**config.mk**
```make
export PLATFORM = sky130hd
export DESIGN_NAME = acc_ir_sat
export DESIGN_NICKNAME = d
export VERILOG_FILES = /design/src/rtl/acc_ir_sat_pkg.sv /design/src/rtl/acc_ir_sat_lane.sv /design/src/rtl/acc_ir_sat_flags.sv /design/src/rtl/acc_ir_sat.sv
export SDC_FILE = /design/constraint.sdc
export NUM_CORES = 1
export LEC_CHECK = 0
export ABC_AREA = 1
export BUFFER_PORTS_ARGS = -buffer_cell sky130_fd_sc_hd__buf_4
export CORE_MARGIN = 4
export CORE_UTILIZATION = 30
export CTS_CLUSTER_DIAMETER = 50
export DETAILED_ROUTE_END_ITERATION = 12
export GPL_ROUTABILITY_DRIVEN = 0
export HOLD_SLACK_MARGIN = 0.05
export PLACE_DENSITY = 0.59
export SYNTH_ARGS = -nofsm -noshare
export SYNTH_HDL_FRONTEND = slang
export SYNTH_SLANG_ARGS = --single-unit
```
**constraint.sdc**
```tcl
create_clock -name clk_i -period 1 [get_ports clk_i]
set_input_delay 0.2 -clock clk_i [delete_from_list [all_inputs] [get_ports clk_i]]
set_output_delay 0.2 -clock clk_i [all_outputs]
set_load 0.005 [all_outputs]
```
**src/rtl/acc_ir_sat_pkg.sv**
```systemverilog
package acc_ir_sat_pkg;
  localparam int unsigned ACC_W    = 32;
  localparam int unsigned IR_W     = 16;
  localparam int unsigned FLAG_W   = 32;
  localparam int unsigned NUM_CH   = 3;
  localparam int unsigned HIT_BASE = 24;  // channel k flags bit HIT_BASE-k
  localparam int unsigned SUM_BIT  = 31;
  localparam int unsigned SUM_CH   = 2;   // channels below this raise SUM_BIT

  function automatic logic [FLAG_W-1:0] ch_mask(int unsigned ch);
    logic [FLAG_W-1:0] m;
    m = '0;
    m[HIT_BASE - ch] = 1'b1;
    if (ch < SUM_CH) m[SUM_BIT] = 1'b1;
    return m;
  endfunction
endpackage

```
**src/rtl/acc_ir_sat_lane.sv**
```systemverilog
module acc_ir_sat_lane
  import acc_ir_sat_pkg::*;
#(
  parameter int unsigned A_W = ACC_W,
  parameter int unsigned R_W = IR_W
) (
  input  logic [A_W-1:0] acc_i,
  input  logic           lm_i,
  output logic [R_W-1:0] ir_o,
  output logic           hit_o
);
  localparam logic signed [A_W-1:0] MAX_V = A_W'((64'd1 << (R_W-1)) - 64'd1);
  localparam logic signed [A_W-1:0] MIN_V = -MAX_V - A_W'(1);

  logic signed [A_W-1:0] acc_s, lo_s;

  always_comb begin
    acc_s = signed'(acc_i);
    lo_s  = lm_i ? '0 : MIN_V;
    hit_o = 1'b0;
    ir_o  = acc_i[R_W-1:0];
    if (acc_s > MAX_V) begin
      ir_o  = MAX_V[R_W-1:0];
      hit_o = 1'b1;
    end else if (acc_s < lo_s) begin
      ir_o  = lo_s[R_W-1:0];
      hit_o = 1'b1;
    end
  end
endmodule

```
**src/rtl/acc_ir_sat_flags.sv**
```systemverilog
module acc_ir_sat_flags
  import acc_ir_sat_pkg::*;
#(
  parameter int unsigned N = NUM_CH
) (
  input  logic [FLAG_W-1:0] flag_i,
  input  logic [N-1:0]      hit_i,
  output logic [FLAG_W-1:0] flag_o
);
  always_comb begin
    flag_o = flag_i;
    for (int unsigned k = 0; k < N; k++) begin
      if (hit_i[k]) flag_o = flag_o | ch_mask(k);
    end
  end
endmodule

```
**src/rtl/acc_ir_sat.sv**
```systemverilog
module acc_ir_sat
  import acc_ir_sat_pkg::*;
#(
  parameter bit UPDATE_FLAGS = 1'b1
) (
  input  logic              clk_i,
  input  logic              rst_ni,
  input  logic              valid_i,
  input  logic              lm_i,
  input  logic [ACC_W-1:0]  acc0_i,
  input  logic [ACC_W-1:0]  acc1_i,
  input  logic [ACC_W-1:0]  acc2_i,
  input  logic [FLAG_W-1:0] flag_i,
  output logic              valid_o,
  output logic [IR_W-1:0]   ir0_o,
  output logic [IR_W-1:0]   ir1_o,
  output logic [IR_W-1:0]   ir2_o,
  output logic [FLAG_W-1:0] flag_o
);
  logic [ACC_W-1:0]  acc_w [NUM_CH];
  logic [IR_W-1:0]   ir_w  [NUM_CH];
  logic [IR_W-1:0]   ir_q  [NUM_CH];
  logic [NUM_CH-1:0] hit_w;
  logic [FLAG_W-1:0] flag_w, flag_q;
  logic              valid_q;

  assign acc_w[0] = acc0_i;
  assign acc_w[1] = acc1_i;
  assign acc_w[2] = acc2_i;

  for (genvar g = 0; g < NUM_CH; g++) begin : g_lane
    acc_ir_sat_lane #(.A_W(ACC_W), .R_W(IR_W)) lane_i (
      .acc_i (acc_w[g]),
      .lm_i  (lm_i),
      .ir_o  (ir_w[g]),
      .hit_o (hit_w[g])
    );
  end

  if (UPDATE_FLAGS) begin : g_flags
    acc_ir_sat_flags #(.N(NUM_CH)) flags_i (
      .flag_i (flag_i),
      .hit_i  (hit_w),
      .flag_o (flag_w)
    );
  end else begin : g_noflags
    assign flag_w = flag_i;
  end

  always_ff @(posedge clk_i or negedge rst_ni) begin
    if (!rst_ni) begin
      valid_q <= 1'b0;
      flag_q  <= '0;
      for (int k = 0; k < NUM_CH; k++) ir_q[k] <= '0;
    end else begin
      valid_q <= valid_i;
      if (valid_i) begin
        flag_q <= flag_w;
        for (int k = 0; k < NUM_CH; k++) ir_q[k] <= ir_w[k];
      end
    end
  end

  assign valid_o = valid_q;
  assign ir0_o   = ir_q[0];
  assign ir1_o   = ir_q[1];
  assign ir2_o   = ir_q[2];
  assign flag_o  = flag_q;
endmodule

```
# Word level (Yosys, flattened, before mapping)
# Index checks and enable logic that the tools add are counted.
# word_totals
regBits	81
in_bits	132
out_inout_bits	81
# classes
order_cmp	6
muxes	18
bitwise_logic	2
# ops
cell	n
$gt A32 B16 Y1 const B	3
$lt A32 B32 Y1	3
$mux W16	6
$mux W32	3
$or A32 B32 Y32	2
$mux W23	1
$mux W1	8

# Depth between registers and ports, before layout
# Gate-level depths: netlist of run 1.
# logic_depth
word_depth	10
mapped_depth	14

# By module
# A second synthesis of run 1 with hierarchy kept.
# hier_totals
cells_unflattened	709
hier_area_um2	5210.0
# modules_own_cells
module	instances	cells_per_inst	area_per_inst_um2	seq_area_each_um2
acc_ir_sat	1	339	3078.0	2026.9
acc_ir_sat_lane	3	112	630.6	0.0
acc_ir_sat_flags	1	34	240.2	0.0

# Least setup slack after synthesis of run 1
# OpenSTA, ideal clock, no wires.
# synth_timing
kind	input port to flip-flop
startpoint	input port lm_i
endpoint	register flag_q[24] (netlist: flag_o[24])
setup_ns	0.113
t_arrival_ns	1.500
required_time_ns	0.887
setup_slack_ns	-0.612
stages	11
cell_sequence	ha_1 > a21o_1 > nor2_1 > nand2_1 > nor2_2 > nand2_1 > nand2_4 > buf_8 > nand4_1 > nand2_1 > inv_1
# synth_between
elab_chain_cells	7
# synth_rtl
item	line	rtl
start, declared	acc_ir_sat.sv:9	input logic lm_i,
$mux W32 *	acc_ir_sat_lane.sv:19	lo_s = lm_i ? '0 : MIN_V;
$lt A32 B32 Y1	acc_ir_sat_lane.sv:25	end else if (acc_s < lo_s) begin
$mux W1	acc_ir_sat_lane.sv:25	
$mux W1	acc_ir_sat_lane.sv:22	if (acc_s > MAX_V) begin
$mux W32	acc_ir_sat_flags.sv:13	if (hit_i[k]) flag_o = flag_o | ch_mask(k);
$or A32 B32 Y32	acc_ir_sat_flags.sv:13	
$mux W32 *	acc_ir_sat_flags.sv:13	
end signal, assigned	acc_ir_sat.sv:58	flag_q <= flag_w;
end, declared	acc_ir_sat.sv:24	logic [FLAG_W-1:0] flag_w, flag_q;
# Mark *: on every way between the ends. The rest lies on a longest branch, timed or not.
# A chain may end at the register's enable or synchronous reset.

# Final worst setup path of run 1
# layout_timing
startpoint	input port lm_i
endpoint	register flag_q[31] (netlist: flag_o[31])
# Same word-level chain as after synthesis.

==> results of run 1 <==
-- what timing repair did --
item | in CTS | in global routing
gates cloned | 10 | 4
endpoints found under the setup margin | 133 | 133
gates resized for setup | 166 | 90
pin swaps | 47 | 57
hold endpoints to repair | 58 | 0
hold buffers | 2 | 0
buffers inserted | 36 | 21
-- power breakdown --
group          internal (mW)  switching [mW]
Sequential              3.62           0.266
Clock                   2.43            1.26
Combinational           2.37            1.90
Total                   8.42            3.43
-- through the flow --
step                       util  area, sq um  std cells  power [mW]
after floorplan               -         5140        595        5.09
after global placement    0.477         7280       1034        6.65
after detailed placement  0.477         7280       1034        6.75
after CTS                 0.579         8840       1097        11.5
after global routing      0.621         9480       1121        12.5
final                     0.621         9480       1121        11.9
-- final timing paths --
check / cells after the start / slack [ns] / end / startpoint
min in group asynchronous: 2 / 0.31 / flag_o[30]$_DFFE_PN0P_ / rst_ni
min reg2reg: 2 / 0.49 / flag_o[6]$_DFFE_PN0P_ / flag_o[6]$_DFFE_PN0P_
max: 13 / -0.57 / flag_o[31]$_DFFE_PN0P_ / lm_i
min: 3 / 0.07 / flag_o[16]$_DFFE_PN0P_ / flag_i[16]
max reg2reg: 4 / 0.06 / flag_o[23]$_DFFE_PN0P_ / flag_o[23]$_DFFE_PN0P_
max in group asynchronous: 3 / 0.24 / ir1_o[0]$_DFFE_PN0P_ / rst_ni
-- flip-flops by register name, indices dropped and copies added (netlist names) --
name / count
ir0_o: 16
ir1_o: 16
ir2_o: 16
flag_o: 32
valid_o: 1
-- metal layers --
layer	global-route usage	up-vias
met5	0	-
met4	0.0479	2
li1	-	2594
met2	0.352	153
met3	0.0703	23
met1	0.218	2588
-- cell usage after synthesis (all sizes together) --
cell type and instances:
nand2 165, nor2 102, dfrtp 81, nand3 66, a21oi 61, ha 48, inv 30, clkbuf 12
buf 9, nand4 6, a21o 5, or2 3, nor3 2, o22ai 2, and2 1, o21ai 1
o21ba 1
-- cells by family (layout without fill, tap and decap cells) --
| family | Yosys count | count (layout) | synth area share |
|---|---|---|---|
| DFF | 81 | 81 | 0.434 |
| and+or+nand+nor | 345 | 352 | 0.308 |
| adders and majority gates | 48 | 48 | 0.128 |
| AOI/OAI and AO/OA | 70 | 70 | 0.0800 |
| buffers and inverters | 51 | 359 | 0.0498 |
-- cells in the final DEF (no fill, tap or decap) --
cell type                       Yosys  layout
sky130_fd_sc_hd__nand3_4            0      14
sky130_fd_sc_hd__buf_4              4     201
sky130_fd_sc_hd__buf_6              0      88
sky130_fd_sc_hd__a21oi_2            1      44
sky130_fd_sc_hd__nand2_8            0       7
sky130_fd_sc_hd__a21oi_4            0       1
sky130_fd_sc_hd__bufinv_16          0       3
sky130_fd_sc_hd__nand3_1           63      15
sky130_fd_sc_hd__nor2_4             0       6
sky130_fd_sc_hd__and2_1             1       1
sky130_fd_sc_hd__nor3_2             0       1
sky130_fd_sc_hd__or2_2              3       3
sky130_fd_sc_hd__buf_16             0       7
sky130_fd_sc_hd__ha_4               0      39
sky130_fd_sc_hd__o21ba_2            1       1
sky130_fd_sc_hd__a21oi_1           60      16
sky130_fd_sc_hd__buf_12             0      14
sky130_fd_sc_hd__dlygate4sd3_1      0       2
sky130_fd_sc_hd__buf_8              2       1
sky130_fd_sc_hd__inv_2              1       2
sky130_fd_sc_hd__nor2_2             3       9
sky130_fd_sc_hd__nand4_1            6       6
sky130_fd_sc_hd__nand2_1          162     140
sky130_fd_sc_hd__clkbuf_16          0      10
sky130_fd_sc_hd__a21o_1             5       5
sky130_fd_sc_hd__nand3_2            3      40
sky130_fd_sc_hd__nor2_1            99      87
sky130_fd_sc_hd__nand2_2            2      18
sky130_fd_sc_hd__ha_2               0       1
sky130_fd_sc_hd__nor3_1             2       1
sky130_fd_sc_hd__nand2_4            1       4
sky130_fd_sc_hd__o21ai_2            0       1
sky130_fd_sc_hd__dfrtp_1           81      81
sky130_fd_sc_hd__inv_1             29      28
sky130_fd_sc_hd__clkbuf_1          12       3
sky130_fd_sc_hd__o22ai_1            2       2
sky130_fd_sc_hd__ha_1              48       8
-- layout make-up --
cell class                 count  area share
multi-input combinational    470       0.392
clock inverter                 3     0.00951
sequential                    81       0.214
tap                          211      0.0279
clock buffer                  12      0.0250
timing repair buffer         314       0.320
inverter                      30      0.0119
-- critical path, cell delays in order --
cell and delay [ns]:
sky130_fd_sc_hd__buf_16 0.13, sky130_fd_sc_hd__buf_6 0.14, sky130_fd_sc_hd__ha_1 0.27, sky130_fd_sc_hd__nand2_1 0.07
sky130_fd_sc_hd__nor2_2 0.17, sky130_fd_sc_hd__nand3_2 0.12, sky130_fd_sc_hd__nor2_4 0.12, sky130_fd_sc_hd__nor2_4 0.08
sky130_fd_sc_hd__buf_6 0.13, sky130_fd_sc_hd__nand3_4 0.12, sky130_fd_sc_hd__nand3_2 0.08, sky130_fd_sc_hd__nor2_2 0.10
sky130_fd_sc_hd__nor2_1 0.04
==> tab_implementation.tex, run 1 <==
\begin{tabular}{lr}
\hline
Metric & Value \\
\hline
\multicolumn{2}{l}{\textbf{Route}} \\
\quad Vias after detailed routing & about 5400 \\
\quad Number of detailed-route iterations in the first pass & 4 \\
\quad Met3 WL post-DR & between 1000 and 1500 um \\
\quad Total length of routed met2 wires & between 9000 and 10000 um \\
\quad Average routed wire per standard cell & roughly 16 um \\
\quad Final antenna-violating net count & 0 \\
\quad Met1 routed wirelength after detailed routing & slightly below 7000 um \\
\quad Routed wire length & $\sim$18000 um \\
\quad Via-per-instance ratio & around 4.8 \\
\quad DRC violation count after routing & 0 \\
\quad Initial detailed-routing violation count & $\sim$190 \\
\quad Top layer reached by signal wires & met5 \\
\multicolumn{2}{l}{\textbf{Clock tree}} \\
\quad Maximum buffer depth of the clock tree & 2 \\
\quad Master cell of the clock root buffer & sky130\_fd\_sc\_hd\_\_clkbuf\_16 \\
\quad Worst-path clk slew & 0.06 ns \\
\quad Clock Sinks & 81 \\
\quad TritonCTS clock tree & yes \\
\quad Number of buffers added by the clock tree synthesis step & 9 \\
\quad H-tree level count & 3 \\
\quad Clk\_lat worst skew & 0.33 ns \\
\multicolumn{2}{l}{\textbf{Final layout}} \\
\quad Register area & 2030 sq um \\
\quad Total of fill cells in the finished design & about 1300 \\
\quad Area of the multi-input gates & approximately 3700 sq um \\
\quad Share of post-route cells with drive strength above 1 & 0.566 \\
\quad Post-layout nets & around 1100 \\
\quad Growth of design area from synthesis to finish & 103\% \\
\quad Antenna diode count & 0 \\
\multicolumn{2}{l}{\textbf{STA}} \\
\quad Final hold violation count & 0 \\
\quad Actual slew at the worst max-slew pin & roughly 0.46 ns \\
\quad Peak Freq & 637 MHz \\
\quad Unrepaired setup endpoints after global routing & true \\
\quad Final setup fails & 133 \\
\quad Total count of max-transition violations in the final report & 0 \\
\quad Setup clock skew after layout & 0 ns \\
\quad Worst hold slack & between 0.06 and 0.07 ns \\
\quad Final total negative setup slack & -30.29 ns \\
\quad Minimum period implied by the final worst setup slack & about 1.6 ns \\
\quad Final setup slack of the worst path & -0.569 ns \\
\quad Final worst path period share & 1.57 \\
\quad Headroom to the max-slew limit & 0.694 \\
\multicolumn{2}{l}{\textbf{Worst setup path}} \\
\quad Classification of the worst setup path & in -> reg \\
\quad Critical Path Source Type & primary input \\
\quad Maximum net fanout on the critical path & 6 \\
\quad Type of element capturing the critical path & register \\
\quad Data required time at the worst endpoint & between 1 and 1.5 ns \\
\quad Arr. time, crit path & approximately 1.8 ns \\
\multicolumn{2}{l}{\textbf{Global routing}} \\
\quad Number of antenna violations at the first check in global routing & 1 \\
\quad Global-route usage over all layers & 0.195 \\
\quad Via count of the first global-routing pass & about 5600 \\
\quad Total grt overflow & 0 \\
\quad Wire length of the first global-routing pass & around 28000 um \\
\quad Pin count of the biggest net entering global routing & $\sim$50 \\
\multicolumn{2}{l}{\textbf{Synth}} \\
\quad Number of distinct standard cells referenced by the synthesized netlist & 25 \\
\quad Combined area of all synthesized cells & 4670 sq um \\
\quad Synthesis-stage register bit count & 81 \\
\quad Mean area per synthesized cell & 7.86 sq um \\
\quad Sequential-to-total area share from yosys stat & 0.434 \\
\quad YS warnings & 0 \\
\quad Synthesized netlist net count & between 700 and 800 \\
\quad Share of Yosys cell area claimed by the top area cell type & 0.434 \\
\quad Leading area contributor after synthesis & sky130\_fd\_sc\_hd\_\_dfrtp\_1 \\
\quad Cell count after synthesis & $\sim$600 \\
\quad Leading post-synthesis cells by cell area & sky130\_fd\_sc\_hd\_\_dfrtp\_1 43\%, sky130\_fd\_sc\_hd\_\_nand2\_1 13\%, sky130\_fd\_sc\_hd\_\_ha\_1 13\% \\
\multicolumn{2}{l}{\textbf{Placed design}} \\
\quad Half-perimeter wire length after placement & around 12000 um \\
\quad Pre-CTS setup slack & -0.972 ns \\
\quad Port Buf Inserts & roughly 210 \\
\multicolumn{2}{l}{\textbf{Die}} \\
\quad Floorplan Core Area & approximately 15000 sq um \\
\quad Number of placement rows & 45 \\
\quad Starting density of the core & 0.306 \\
\quad Number of top-level pins & roughly 210 \\
\quad Horiz. Die Dim & $\sim$130 um \\
\quad Area of the die & 17600 sq um \\
\quad Die span in y & approximately 130 um \\
\multicolumn{2}{l}{\textbf{Run status}} \\
\quad Violations in the final reports & negative setup slack \\
\quad Status & complete, but fails checks \\
\multicolumn{2}{l}{\textbf{Min path}} \\
\quad Type of the most critical hold path & in -> reg \\
\multicolumn{2}{l}{\textbf{Pwr}} \\
\quad Pwr/cell area & about 1300 nW/um\^{}2 \\
\quad Maximum vdd drop & roughly 0.88 mV \\
\quad Lkg Pwr & between 4 and 5 nW \\
\multicolumn{2}{l}{\textbf{Flow run}} \\
\quad Max-cap violations & 0 \\
\hline
\end{tabular}
Note: power is estimated with default switching activity, not from simulation.
==> run 2: changes to the inputs <==
Settings changed: BUFFER_PORTS_ARGS -buffer_cell sky130_fd_sc_hd__buf_4 to not set, DONT_BUFFER_PORTS set to 1, PLACE_DENSITY 0.59 to 0.48.
==> run 2 against run 1 <==
The flow finishes with violations (negative hold slack, negative setup slack). Sequential share of layout area grew 5.4 points. Clock skew is the same. Clock-buffer cell count shrank 1. Register-to-register slack gained 0.08 ns. Cell area shrank 20%. Critical path depth shrank 2. Routed wire length shrank 12%. Via count shrank 16%. Global-route usage shrank 3.1 points.
==> tab_implementation.tex, run 2 (synthesis results as in run 1) <==
\begin{tabular}{lr}
\hline
Metric & Value \\
\hline
\multicolumn{2}{l}{\textbf{Route}} \\
\quad DRC violation count after routing & 0 \\
\quad Routed wire length & between 15000 and 20000 um \\
\quad Via-per-instance ratio & 4.93 \\
\quad Final antenna-violating net count & 0 \\
\quad Initial detailed-routing violation count & 154 \\
\quad Average routed wire per standard cell & about 17 um \\
\quad Vias after detailed routing & 4513 \\
\quad Number of detailed-route iterations in the first pass & 4 \\
\multicolumn{2}{l}{\textbf{Clock tree}} \\
\quad Clk\_lat worst skew & $\sim$0.33 ns \\
\quad Maximum buffer depth of the clock tree & 2 \\
\quad Master cell of the clock root buffer & sky130\_fd\_sc\_hd\_\_clkbuf\_16 \\
\quad Number of buffers added by the clock tree synthesis step & 9 \\
\quad Count of hold buffers inserted by post-cts repair & 73 \\
\quad H-tree level count & 3 \\
\quad Worst-path clk slew & roughly 0.06 ns \\
\quad Clock Sinks & a little over 80 \\
\quad TritonCTS clock tree & yes \\
\multicolumn{2}{l}{\textbf{Placed design}} \\
\quad Half-perimeter wire length after placement & about 10000 um \\
\quad Dpl cell area & approximately 5500 sq um \\
\quad Cell count after placement & 806 \\
\quad Port Buf Inserts & 0 \\
\multicolumn{2}{l}{\textbf{Final layout}} \\
\quad Post-layout nets & 880 \\
\quad Share of post-route cells with drive strength above 1 & 0.339 \\
\quad Non-filler cells, final & just over 900 \\
\quad Area of the multi-input gates & about 3700 sq um \\
\quad Growth of design area from synthesis to finish & 62.1\% \\
\quad Max reg flops & 32 \\
\quad Total of fill cells in the finished design & $\sim$1400 \\
\quad Layout Cell Area excl Fill & 7580 sq um \\
\quad Register area & 2030 sq um \\
\quad Antenna diode count & 0 \\
\quad Commonest non-fill, non-tap cells in the layout & 130 x sky130\_fd\_sc\_hd\_\_nand2\_1, 89 x sky130\_fd\_sc\_hd\_\_nor2\_1, 81 x sky130\_fd\_sc\_hd\_\_dfrtp\_1, 73 x sky130\_fd\_sc\_hd\_\_dlygate4sd3\_1, 41 x sky130\_fd\_sc\_hd\_\_a21oi\_2 \\
\quad Most common cell after layout, fill and taps aside & sky130\_fd\_sc\_hd\_\_nand2\_1 \\
\multicolumn{2}{l}{\textbf{STA}} \\
\quad Final worst path period share & 1.37 \\
\quad Final setup fails & 53 \\
\quad Peak Freq & around 730 MHz \\
\quad Setup clock skew after layout & 0 ns \\
\quad Headroom to the max-slew limit & 0.602 \\
\quad Final hold violation count & 90 \\
\quad Actual slew at the worst max-slew pin & a little under 0.6 ns \\
\quad Minimum period implied by the final worst setup slack & roughly 1.4 ns \\
\quad Final setup slack of the worst path & -0.370 ns \\
\quad Worst hold slack & -0.446 ns \\
\quad Total count of max-transition violations in the final report & 0 \\
\quad Unrepaired setup endpoints after global routing & true \\
\multicolumn{2}{l}{\textbf{Pwr}} \\
\quad Total internal power & around 6.6 mW \\
\quad Overall power after layout & around 9.6 mW \\
\quad Power share of the sequential group & 0.411 \\
\quad Lkg Pwr & roughly 3.2 nW \\
\quad Net switching power of the design & around 3 mW \\
\quad Share of total power in the clock network & 0.314 \\
\quad Maximum vdd drop & 0.816 mV \\
\quad Pwr/cell area & roughly 1300 nW/um\^{}2 \\
\quad Switching part of the total power & 0.310 \\
\quad Share of total power in combinational logic & 0.275 \\
\multicolumn{2}{l}{\textbf{Die}} \\
\quad Floorplan Core Area & about 15000 sq um \\
\quad Horiz. Die Dim & 133 um \\
\quad Number of placement rows & 45 \\
\quad Starting density of the core & 0.306 \\
\quad Area of the die & between 15000 and 20000 sq um \\
\quad Number of top-level pins & 213 \\
\quad Die span in y & around 130 um \\
\multicolumn{2}{l}{\textbf{Min path}} \\
\quad Type of the most critical hold path & in -> async \\
\multicolumn{2}{l}{\textbf{Run status}} \\
\quad Violations in the final reports & negative hold slack, negative setup slack \\
\quad Status & complete, but fails checks \\
\multicolumn{2}{l}{\textbf{Global routing}} \\
\quad Total grt overflow & 0 \\
\quad Wire length of the first global-routing pass & $\sim$24000 um \\
\quad Number of antenna violations at the first check in global routing & 0 \\
\quad Global-route usage over all layers & 0.165 \\
\quad Via count of the first global-routing pass & around 4500 \\
\quad Pin count of the biggest net entering global routing & 82 \\
\multicolumn{2}{l}{\textbf{Worst setup path}} \\
\quad Classification of the worst setup path & in -> reg \\
\quad Setup slack of the most critical reg-to-reg path & roughly 0.14 ns \\
\quad Type of element capturing the critical path & register \\
\quad Arr. time, crit path & between 1.5 and 2 ns \\
\quad Data required time at the worst endpoint & around 1.3 ns \\
\quad Critical Path Source Type & primary input \\
\quad Maximum net fanout on the critical path & 53 \\
\multicolumn{2}{l}{\textbf{Flow run}} \\
\quad Max-cap violations & 0 \\
\hline
\end{tabular}
run 2: changes by cell type in the layout (fill, tap and decap cells not counted), moves of 5 or more:
cell,delta
sky130_fd_sc_hd__buf_16,-5
sky130_fd_sc_hd__buf_4,-187
sky130_fd_sc_hd__buf_6,-83
sky130_fd_sc_hd__dlygate4sd3_1,+71
sky130_fd_sc_hd__nand2_1,-10
sky130_fd_sc_hd__nand2_2,+7
sky130_fd_sc_hd__nand3_1,+5
run 2: layout make-up:
cell class | instances | share of cell area
sequential | 81 | 0.268
inverter | 30 | 0.0149
multi-input combinational | 471 | 0.488
clock inverter | 5 | 0.00429
clock buffer | 11 | 0.0307
tap | 211 | 0.0348
timing repair buffer | 107 | 0.160
run 2: path summary, 6_finish.rpt:
path | start | end | depth (start not counted)
worst min register to register | flag_o[26]$_DFFE_PN0P_ | flag_o[26]$_DFFE_PN0P_ | 2
min in group clk_i | valid_i | valid_o$_DFF_PN0_ | 0
worst max-delay path | lm_i | ir0_o[13]$_DFFE_PN0P_ | 11
worst max register to register | flag_o[24]$_DFFE_PN0P_ | flag_o[24]$_DFFE_PN0P_ | 3
max in group asynchronous | rst_ni | flag_o[24]$_DFFE_PN0P_ | 0
worst min-delay path | rst_ni | flag_o[29]$_DFFE_PN0P_ | 0
run 2: power groups by stage:
stage | Clock [mW] | Sequential, mW | Combinational (mW)
CTS | 3.12 | 3.95 | 2.09
detailed placement | 0 | 4.01 | 1.51
floorplan | 0 | 3.88 | 1.21
global placement | 0 | 4.00 | 1.45
finish | 3.01 | 3.95 | 2.64
global route | 3.27 | 3.98 | 2.91
run 2: what timing repair did:
action / 4_1_cts / 5_1_grt
gates resized for setup: 45 / 117
endpoints found under the setup margin: 53 / 53
pin swaps: 23 / 57
gates cloned: 5 / 7
buffers inserted: 4 / 7
hold endpoints to repair: 158 / 156
run 2: stage by stage:
step	util	setup slack, ns	TNS [ns]
global route	0.497	-0.399	-16.04
finish	0.497	-0.370	-14.49
floorplan	-	-0.478	-20.99
CTS	0.451	-0.234	-10.80
global placement	0.361	-0.604	-28.36
detailed placement	0.361	-0.632	-30.09
run 2: per-layer routing:
| metal | GRT usage | vias up | part of all wire |
|---|---|---|---|
| li1 | - | 2197 | - |
| met1 | 0.186 | 2160 | 0.38 |
| met2 | 0.288 | 134 | 0.53 |
| met3 | 0.0578 | 22 | 0.071 |
| met4 | 0.0560 | 0 | 0.017 |
| met5 | 0 | - | 0 |
run 2: critical path, cell delays in order:
cell	delay (ns)
sky130_fd_sc_hd__ha_1	0.29
sky130_fd_sc_hd__nand2_1	0.06
sky130_fd_sc_hd__nor2_2	0.14
sky130_fd_sc_hd__nand3_2	0.12
sky130_fd_sc_hd__nor2_4	0.11
sky130_fd_sc_hd__nor2_4	0.04
sky130_fd_sc_hd__buf_12	0.14
sky130_fd_sc_hd__buf_12	0.13
sky130_fd_sc_hd__nand3_4	0.13
sky130_fd_sc_hd__nand3_2	0.09
sky130_fd_sc_hd__a21oi_2	0.13
==> run 3: changes to the inputs <==
Settings changed: SYNTH_HIERARCHICAL set to 1.
==> run 3 against run 2 <==
The flow still finishes with violations (negative hold slack, negative setup slack). Final cell count rose by 4.9%. Hold slack better by 0.0028 ns. Cell area is 8.3% lower. Worst setup slack got worse by 0.047 ns. Critical path depth increased by 4. Critical endpoint is now flag_o[24]$_DFFE_PN0P_.
==> tab_implementation.tex, run 3 <==
\begin{tabular}{lr}
\hline
Metric & Value \\
\hline
\multicolumn{2}{l}{\textbf{Run status}} \\
\quad Status & complete, but fails checks \\
\quad Violations in the final reports & negative hold slack, negative setup slack \\
\multicolumn{2}{l}{\textbf{STA}} \\
\quad Final worst path period share & 1.42 \\
\quad Final setup slack of the worst path & -0.416 ns \\
\quad Actual slew at the worst max-slew pin & roughly 0.40 ns \\
\quad Unrepaired setup endpoints after global routing & true \\
\quad Total count of max-transition violations in the final report & 0 \\
\quad Worst hold slack & -0.444 ns \\
\quad Final setup fails & 52 \\
\quad Peak Freq & roughly 700 MHz \\
\quad Minimum period implied by the final worst setup slack & 1.42 ns \\
\quad Final hold violation count & 94 \\
\quad Headroom to the max-slew limit & 0.732 \\
\quad Setup clock skew after layout & 0 ns \\
\multicolumn{2}{l}{\textbf{Route}} \\
\quad Number of detailed-route iterations in the first pass & 4 \\
\quad Via-per-instance ratio & around 4.7 \\
\quad Vias after detailed routing & 4513 \\
\quad Average routed wire per standard cell & around 15 um \\
\quad DRC violation count after routing & 0 \\
\quad Initial detailed-routing violation count & $\sim$160 \\
\quad Routed wire length & around 15000 um \\
\quad Final antenna-violating net count & 0 \\
\multicolumn{2}{l}{\textbf{Pwr}} \\
\quad Maximum vdd drop & around 0.67 mV \\
\quad Pwr/cell area & about 1400 nW/um\^{}2 \\
\quad Total internal power & around 6.7 mW \\
\quad Power share of the sequential group & 0.412 \\
\quad Net switching power of the design & roughly 2.8 mW \\
\quad Lkg Pwr & roughly 3.4 nW \\
\quad Share of total power in combinational logic & 0.236 \\
\quad Switching part of the total power & 0.297 \\
\quad Share of total power in the clock network & 0.351 \\
\multicolumn{2}{l}{\textbf{Final layout}} \\
\quad Register area & about 2000 sq um \\
\quad Layout Cell Area excl Fill & a little under 7000 sq um \\
\quad Max reg flops & 32 \\
\quad Antenna diode count & 0 \\
\quad Share of post-route cells with drive strength above 1 & 0.278 \\
\quad Post-layout nets & between 900 and 1000 \\
\quad Commonest non-fill, non-tap cells in the layout & 345 x sky130\_fd\_sc\_hd\_\_nand2\_1, 80 x sky130\_fd\_sc\_hd\_\_dfrtp\_1, 62 x sky130\_fd\_sc\_hd\_\_nand2\_2, 40 x sky130\_fd\_sc\_hd\_\_ha\_4, 28 x sky130\_fd\_sc\_hd\_\_dlygate4sd3\_1 \\
\quad Non-filler cells, final & between 900 and 1000 \\
\quad Growth of design area from synthesis to finish & 33.4\% \\
\quad Total of fill cells in the finished design & $\sim$1700 \\
\quad Area of the multi-input gates & roughly 3500 sq um \\
\quad Most common cell after layout, fill and taps aside & sky130\_fd\_sc\_hd\_\_nand2\_1 \\
\multicolumn{2}{l}{\textbf{Clock tree}} \\
\quad Worst-path clk slew & about 0.07 ns \\
\quad Maximum buffer depth of the clock tree & 2 \\
\quad Clock Sinks & 81 \\
\quad H-tree level count & 3 \\
\quad Master cell of the clock root buffer & sky130\_fd\_sc\_hd\_\_clkbuf\_16 \\
\quad TritonCTS clock tree & yes \\
\quad Clk\_lat worst skew & 0.33 ns \\
\quad Count of hold buffers inserted by post-cts repair & 28 \\
\quad Number of buffers added by the clock tree synthesis step & 9 \\
\multicolumn{2}{l}{\textbf{Die}} \\
\quad Starting density of the core & 0.310 \\
\quad Die span in y & approximately 140 um \\
\quad Number of top-level pins & around 210 \\
\quad Floorplan Core Area & around 17000 sq um \\
\quad Area of the die & 19500 sq um \\
\quad Horiz. Die Dim & roughly 140 um \\
\quad Number of placement rows & 47 \\
\multicolumn{2}{l}{\textbf{Placed design}} \\
\quad Pre-CTS setup slack & -0.792 ns \\
\quad Cell count after placement & around 910 \\
\quad Half-perimeter wire length after placement & roughly 11000 um \\
\quad Port Buf Inserts & 0 \\
\quad Dpl cell area & between 5000 and 6000 sq um \\
\multicolumn{2}{l}{\textbf{Synth}} \\
\quad YS warnings & 6 \\
\quad Most used standard cell by instance count after synthesis & sky130\_fd\_sc\_hd\_\_nand2\_1 \\
\quad Combined area of all synthesized cells & between 5000 and 6000 sq um \\
\quad Cell count after synthesis & roughly 710 \\
\quad Synthesized netlist net count & between 800 and 900 \\
\quad Sequential-to-total area share from yosys stat & 0.389 \\
\quad Number of enable flip-flop cells after synthesis & 0 \\
\quad Leading post-synthesis cells by cell area & sky130\_fd\_sc\_hd\_\_dfrtp\_1 39\%, sky130\_fd\_sc\_hd\_\_nand2\_1 29\%, sky130\_fd\_sc\_hd\_\_ha\_1 12\% \\
\quad Share of Yosys cell area claimed by the top area cell type & 0.389 \\
\quad Synthesis-stage register bit count & just over 80 \\
\quad Number of distinct standard cells referenced by the synthesized netlist & 19 \\
\quad Post-synth top cells & 403 x sky130\_fd\_sc\_hd\_\_nand2\_1, 81 x sky130\_fd\_sc\_hd\_\_dfrtp\_1, 48 x sky130\_fd\_sc\_hd\_\_ha\_1 \\
\quad Mean area per synthesized cell & about 7.3 sq um \\
\quad Async set-reset flop share out of synthesis & 1.00 \\
\quad Leading area contributor after synthesis & sky130\_fd\_sc\_hd\_\_dfrtp\_1 \\
\quad Commonest register cell after synthesis & sky130\_fd\_sc\_hd\_\_dfrtp\_1 \\
\multicolumn{2}{l}{\textbf{Worst setup path}} \\
\quad Arr. time, crit path & between 1.5 and 2 ns \\
\quad Classification of the worst setup path & in -> reg \\
\quad Critical Path Source Type & primary input \\
\quad Biggest cell delay along the critical path & $\sim$0.30 ns \\
\quad Data required time at the worst endpoint & approximately 1.2 ns \\
\quad Maximum net fanout on the critical path & 54 \\
\quad Critical path, cell by cell & ha\_1 -> nand2\_1 -> inv\_2 -> nand2\_1 -> nand2\_1 -> nand2\_1 -> nand2\_1 -> nand2\_2 -> nand2\_1 -> nand2\_2 -> nand2\_4 -> nand2\_4 -> or2\_1 -> nand2\_1 -> nand2\_1 \\
\quad Type of element capturing the critical path & register \\
\quad Cell with the largest stage delay on the worst path & sky130\_fd\_sc\_hd\_\_ha\_1 \\
\quad Most frequent cell on the critical path & sky130\_fd\_sc\_hd\_\_nand2\_1 \\
\multicolumn{2}{l}{\textbf{Global routing}} \\
\quad Via count of the first global-routing pass & $\sim$4600 \\
\quad Wire length of the first global-routing pass & roughly 24000 um \\
\quad Number of antenna violations at the first check in global routing & 0 \\
\quad Total grt overflow & 0 \\
\quad Global-route usage over all layers & 0.148 \\
\quad Pin count of the biggest net entering global routing & 83 \\
\multicolumn{2}{l}{\textbf{Min path}} \\
\quad Type of the most critical hold path & in -> async \\
\multicolumn{2}{l}{\textbf{Flow run}} \\
\quad Max-cap violations & 0 \\
\hline
\end{tabular}
## run 3: power groups by stage
stage | Clock, mW | Sequential, mW | Combinational, mW
floorplan | 0 | 3.89 | 1.46
global placement | 0 | 4.01 | 1.62
detailed placement | 0 | 4.02 | 1.68
CTS | 3.53 | 3.96 | 2.02
global route | 3.67 | 3.99 | 2.58
finish | 3.37 | 3.95 | 2.26
## run 3: final timing paths
path	to	slack [ns]	start	cells after the start
max	flag_o[24]$_DFFE_PN0P_	-0.42	lm_i	15
min	flag_o[30]$_DFFE_PN0P_	-0.44	rst_ni	0
max reg2reg	ir1_o[0]$_DFFE_PN0P_	0.32	ir1_o[0]$_DFFE_PN0P_	2
min reg2reg	flag_o[5]$_DFFE_PN0P_	0.50	flag_o[5]$_DFFE_PN0P_	2
max in group asynchronous	flag_o[6]$_DFFE_PN0P_	1.32	rst_ni	0
min in group clk_i	valid_o$_DFF_PN0_	-0.10	valid_i	0
## run 3: cell families (layout without fill, tap and decap cells)
group	Yosys count	in the layout	synth area share
simple gates	479	481	0.369
compound gates	21	21	0.0231
fa+ha+maj	48	48	0.115
buf+inv	80	110	0.104
flops	81	81	0.389
## run 3: timing repair
action	4_1_cts	5_1_grt
endpoints found under the hold margin	162	162
gates cloned	2	1
gates resized for setup	41	61
endpoints found under the setup margin	53	53
setup buffers	4	4
pin swaps	48	88
## run 3: layout make-up
cell class | count | area share
repair buffers | 65 | 0.0979
inverters | 29 | 0.0164
clock buffers | 9 | 0.0324
clock inverters | 7 | 0.0112
multi-input cells | 550 | 0.511
well taps | 220 | 0.0396
flip-flops and latches | 81 | 0.292
## run 3: stage by stage
step | total power [mW] | util | TNS (ns)
6_report | 9.57 | 0.413 | -16.84
5_1_grt | 10.2 | 0.413 | -21.84
4_1_cts | 9.51 | 0.397 | -14.76
3_5_place_dp | 5.70 | 0.347 | -34.29
3_3_place_gp | 5.63 | 0.347 | -33.24
2_1_floorplan | 5.34 | - | -24.93
## run 3: critical path, delay by kind of cell
| kind | cells | cell delay (ns) |
|---|---|---|
| simple gates | 13 | 1.03 |
| buf+inv | 1 | 0.06 |
| fa+ha+maj | 1 | 0.30 |
## run 3: metal layers
metal  up-vias  track usage  routed length, um
li1       2239            -                  -
met1      2100        0.182               6110
met2       156        0.237               6820
met3        18       0.0624               1530
met4         0       0.0474                294
met5         -            0                  0
